==> src/rtl/dcb_pkg.sv <==
// Package: shared types and constants for the DC-blocking high-pass filter.
// Assumes two channels and a two-bit rate code.
package dcb_pkg;
    typedef enum logic [1:0] {
        RATE_SINGLE = 2'd0,
        RATE_DUAL   = 2'd1,
        RATE_QUAD   = 2'd2,
        RATE_BAD    = 2'd3
    } rate_e;

    localparam int NUM_CH = 2;
endpackage

==> src/rtl/dcb_shift_sel.sv <==
// Maps the rate code to the pole shift amount and flags the invalid code.
// Assumes the invalid code reuses the single-rate shift.
module dcb_shift_sel #(
    parameter int SHIFT_BASE = 11,
    parameter int SH_W       = 4
) (
    input  logic [1:0]      rate_mode,
    output logic [SH_W-1:0] shift,
    output logic            bad_code
);
    import dcb_pkg::*;

    // Purpose: decode the rate code into a shift and an invalid-code flag.
    always_comb begin
        bad_code = 1'b0;
        case (rate_e'(rate_mode))
            RATE_DUAL:   shift = SH_W'(SHIFT_BASE + 1);
            RATE_QUAD:   shift = SH_W'(SHIFT_BASE + 2);
            RATE_BAD: begin
                shift    = SH_W'(SHIFT_BASE);
                bad_code = 1'b1;
            end
            default:     shift = SH_W'(SHIFT_BASE);
        endcase
    end
endmodule

==> src/rtl/dcb_lane.sv <==
// One channel's state: the previous input and the extended accumulator.
// Computes the next accumulator from the input and stores it when load is high.
// Assumes ACC_W leaves two integer bits of headroom above DATA_W.
module dcb_lane #(
    parameter int DATA_W = 24,
    parameter int FRAC_W = 16,
    parameter int SH_W   = 4,
    localparam int ACC_W = DATA_W + 2 + FRAC_W
) (
    input  logic                     clk,
    input  logic                     rst_n,
    input  logic                     load,
    input  logic signed [DATA_W-1:0] x_in,
    input  logic        [SH_W-1:0]   shift,
    output logic signed [ACC_W-1:0]  acc_next
);
    logic signed [DATA_W-1:0] x_prev;
    logic signed [ACC_W-1:0]  acc;
    logic signed [ACC_W-1:0]  diff_ext;
    logic signed [ACC_W-1:0]  leak;

    // Purpose: form the input difference and the leak term, then sum them with the state.
    always_comb begin
        diff_ext = ACC_W'(x_in) - ACC_W'(x_prev);
        diff_ext = diff_ext <<< FRAC_W;
        leak     = acc >>> shift;
        acc_next = diff_ext + acc - leak;
    end

    // Purpose: store the new state for this channel when its sample arrives.
    always_ff @(posedge clk) begin
        if (!rst_n) begin
            x_prev <= '0;
            acc    <= '0;
        end else if (load) begin
            x_prev <= x_in;
            acc    <= acc_next;
        end
    end
endmodule

==> src/rtl/dcb_clamp.sv <==
// Rounds the accumulator down to an integer and clamps it to the signed output range.
// Assumes FRAC_W fractional bits in the accumulator.
module dcb_clamp #(
    parameter int DATA_W = 24,
    parameter int FRAC_W = 16,
    localparam int ACC_W = DATA_W + 2 + FRAC_W
) (
    input  logic signed [ACC_W-1:0]  acc,
    output logic signed [DATA_W-1:0] y
);
    localparam logic signed [ACC_W-1:0] MAXV = ACC_W'((64'sd1 <<< (DATA_W - 1)) - 1);
    localparam logic signed [ACC_W-1:0] MINV = -ACC_W'(64'sd1 <<< (DATA_W - 1));

    logic signed [ACC_W-1:0] whole;

    // Purpose: round toward minus infinity and limit the result to the output range.
    always_comb begin
        whole = acc >>> FRAC_W;
        if (whole > MAXV)      y = MAXV[DATA_W-1:0];
        else if (whole < MINV) y = MINV[DATA_W-1:0];
        else                   y = whole[DATA_W-1:0];
    end
endmodule

==> src/rtl/dcb_hpf.sv <==
// Top level: stereo first-order DC-blocking filter with a power-of-two pole.
// One lane per channel, a shared clamp on the selected lane, registered output.
// Assumes a one-bit channel tag and at most one sample per clock.
module dcb_hpf #(
    parameter int DATA_W     = 24,
    parameter int FRAC_W     = 16,
    parameter int SHIFT_BASE = 11
) (
    input  logic              clk,
    input  logic              rst_n,
    input  logic [1:0]        rate_mode,
    input  logic              in_valid,
    input  logic              in_chan,
    input  logic [DATA_W-1:0] in_data,
    output logic              out_valid,
    output logic              out_chan,
    output logic [DATA_W-1:0] out_data,
    output logic              mode_err
);
    import dcb_pkg::*;

    localparam int ACC_W = DATA_W + 2 + FRAC_W;
    localparam int SH_W  = $clog2(SHIFT_BASE + 3);

    logic [SH_W-1:0]         shift;
    logic                    bad_code;
    logic signed [ACC_W-1:0] lane_acc [NUM_CH];
    logic signed [DATA_W-1:0] y_clamped;

    dcb_shift_sel #(.SHIFT_BASE(SHIFT_BASE), .SH_W(SH_W)) u_sel (
        .rate_mode (rate_mode),
        .shift     (shift),
        .bad_code  (bad_code)
    );

    for (genvar ch = 0; ch < NUM_CH; ch++) begin : g_lane
        dcb_lane #(.DATA_W(DATA_W), .FRAC_W(FRAC_W), .SH_W(SH_W)) u_lane (
            .clk      (clk),
            .rst_n    (rst_n),
            .load     (in_valid && (in_chan == ch[0])),
            .x_in     ($signed(in_data)),
            .shift    (shift),
            .acc_next (lane_acc[ch])
        );
    end

    dcb_clamp #(.DATA_W(DATA_W), .FRAC_W(FRAC_W)) u_clamp (
        .acc (lane_acc[in_chan]),
        .y   (y_clamped)
    );

    // Purpose: register the filtered sample, its tag and the invalid-code flag.
    always_ff @(posedge clk) begin
        if (!rst_n) begin
            out_valid <= 1'b0;
            out_chan  <= 1'b0;
            out_data  <= '0;
            mode_err  <= 1'b0;
        end else begin
            out_valid <= in_valid;
            mode_err  <= bad_code;
            if (in_valid) begin
                out_chan <= in_chan;
                out_data <= y_clamped;
            end
        end
    end
endmodule

==> config.mk <==
export PLATFORM = sky130hd
export DESIGN_NAME = dcb_hpf
export DESIGN_NICKNAME = d
export VERILOG_FILES = /design/src/rtl/dcb_pkg.sv /design/src/rtl/dcb_shift_sel.sv /design/src/rtl/dcb_lane.sv /design/src/rtl/dcb_clamp.sv /design/src/rtl/dcb_hpf.sv
export SDC_FILE = /design/constraint.sdc
export NUM_CORES = 1
export LEC_CHECK = 0
export ABC_AREA = 1
export BUFFER_PORTS_ARGS = -buffer_cell sky130_fd_sc_hd__buf_2
export CAP_MARGIN = 20
export CORE_MARGIN = 4
export CORE_UTILIZATION = 35
export CTS_BUF_LIST = sky130_fd_sc_hd__clkbuf_4 sky130_fd_sc_hd__clkbuf_8
export DETAILED_ROUTE_END_ITERATION = 16
export GPL_TIMING_DRIVEN = 0
export HOLD_SLACK_MARGIN = 0.03
export SLEW_MARGIN = 15
export SYNTH_ARGS = -nofsm -noshare
export SYNTH_HDL_FRONTEND = slang
export SYNTH_HIERARCHICAL = 1
export SYNTH_SLANG_ARGS = --single-unit
export TNS_END_PERCENT = 5
==> constraint.sdc <==
create_clock -name clk -period 7.5 [get_ports clk]
set_input_delay 1.5 -clock clk [delete_from_list [all_inputs] [get_ports clk]]
set_output_delay 1.5 -clock clk [all_outputs]
set_load 0.1 [all_outputs]
==> out/metrics.yaml <==
status:
  result_of_the_run: "complete, no violations"
worst_setup_path:
  setup.worst_path.start_class: "input port"
  critical_path.slowest_cell: "clkbuf_1"
  end_kind: "flop"
  crit_path_max_fanout: 10
  r2r.worst_path.cells: 31
  critical-path-max-stage-delay_ps: 570
  worst_ep_arrival_time_ps: 7430
  worst-setup-path-type: "in2reg"
  worst-r2r-setup-slack_ps: 1950
  critical-path-top-cell-by-count: "nand2_1"
  worst-endpoint-required_ps: 7980
  crit-reg2reg-launch: "g_lane[1].u_lane/x_prev[0]"
  regToRegEndpoint: "out_data[10]"
timing:
  final_count_of_hold_timing_violations: 0
  final-max-slew-violation-count: 0
  rsz0062_at_grt: "no"
  worst_slew_pin_slew_ps: 938
  final_hold_slack_ps: 467
  post-route-min-period_ps: 6950
  timing.final.setup_violations: 0
  fin_tns_setup_ps: 0
  max_clock_freq_mhz: 144
  slew-limit-headroom: 0.374
  period_share: 0.926
  clock_skews_ps: 31.6
global_route:
  grt_first_pass_wirelength_um: 118000
  grt_start_max_net_pins: 17
  number_of_antenna_violations_at_the_first_check_in_global_routing: 4
  global_route.usage.total: 0.253
  vias_in_the_first_global_route: 20500
  total_global_routing_overflow: 0
pwr:
  static-leakage-power_nw: 11.3
  p_per_area_nw_per_um2: 414
  irDropWorstVdd_v: 0.000211
route:
  firstDrtPassIters: 8
  ant_nets: 0
  detailroute.via_count: 21400
  wl_um: 78000
  viasPerCell: 5.15
  dr.first_iter.drc_count: 2014
  post_drt_wl_per_cell_um: 18.8
  detail_route.drc_violations: 0
layout:
  most-common-layout-cells: "nand2_1, inv_1, o21ai_0"
  final-instance-count-excl-fill: 4153
  layout.cells.most_common: "nand2_1"
  finish.net_count: 3630
  drive_above_1_share: 0.0630
  finished_core_util: 0.384
  finished_cell_area_sq_um: 21800
  diodes: 0
  areaGrowthSynthToFinish_pct: 7.96
clocking:
  clock_insertion_delay_worst_skew_ps: 570
  ctsRootBufferMaster: "clkbuf_8"
  cts.repair.resized: 0
  post_cts_buffers: 0
  cts_hold_buffers: 0
  clock_tree_from_tritoncts: "done"
  clock_tree.htree_level_count: 4
  numClockSinks: 159
  clock_tree.buffer_depth: 2
  tritoncts.num_buffers: 17
  cts.reportedPaths.clkPinSlew_ps: 100
die:
  die_w_um: 248
  io-pin-count: 57
  start_util: 0.356
  die_h_um: 248
  floorplan.core_area_sq_um: 56700
  die_area_sq_um: 61600
  floorplan.rows: 87
placed_design:
  dp_hpwl_um: 66600
  placed_cell_area_sq_um: 21400
  dp.cells: 4121
  gp_congestion: 1.01
  port_buffers: 53
worst_hold_path:
  min_to: "g_lane[1].u_lane/x_prev[11]"
  hp-start: "g_lane[1].u_lane/x_prev[11]"
  hp-class: "reg2reg"
  hold-path-cell-count: 2
run:
  timing.max_cap.violations: 0
logic_synthesis:
  synthesis.yosys.warnings: 6
  mappedNetlistNets: 3558
  postSynthAreaPerCell_sq_um: 6.10
  synth_cells: 3312
  synth.cell_area_sq_um: 20200
worst max-delay path: cells and delay by family:
kind / cells / cell delay [ps]
buffers and inverters: 7 / 1760
adders and majority gates: 3 / 1410
and+or+nand+nor: 13 / 1380
AOI/OAI and AO/OA: 5 / 1330
power by group:
group	internal (W)	switching (W)
sequential	0.000994	0.0000842
clock	0.000288	0.000409
combinational	0.00216	0.00509
total	0.00344	0.00558
through the flow:
stage | setup slack, ps | power [W]
finish | 551 | 0.00902
global route | 322 | 0.00981
CTS | 743 | 0.00898
detailed placement | 156 | 0.00824
global placement | 103 | 0.00825
floorplan | 1890 | 0.00610
flip-flops by register name, summed over array words and instances, names as in the netlist:
name                  cells
g_lane.u_lane/acc        84
g_lane.u_lane/x_prev     48
out_valid                 1
mode_err                  1
out_chan                  1
out_data                 24
cell type report:
| type | count | area (sq um) |
|---|---|---|
| plain buffers | 121 | 609 |
| clock buffers | 19 | 255 |
| clock inverters | 13 | 141 |
| fillers | 6405 | 34900 |
| inverters | 536 | 2010 |
| multi-input cells | 2496 | 14400 |
| flip-flops and latches | 159 | 3180 |
| well taps | 756 | 946 |
| repair buffers | 53 | 265 |
how the worst max path moves through the flow:
| stage | startpoint | to | depth (start not counted) |
|---|---|---|---|
| after floorplan | in_data[0] | out_data[10] | 32 |
| after global placement | rate_mode[0] | out_data[10] | 28 |
| after detailed placement | rate_mode[0] | out_data[10] | 29 |
| after CTS | rate_mode[0] | out_data[10] | 28 |
| after global routing | rate_mode[0] | out_data[10] | 29 |
| final | rate_mode[0] | out_data[10] | 28 |
layer usage:
| metal | part of all wire | track usage | up-vias |
|---|---|---|---|
| li1 | - | - | 10800 |
| met4 | 0.051 | 0.118 | 2 |
| met5 | 0.00023 | 0 | - |
| met3 | 0.065 | 0.0443 | 153 |
| met2 | 0.46 | 0.423 | 705 |
| met1 | 0.43 | 0.317 | 9792 |
(Power assumes the default switching activity.)
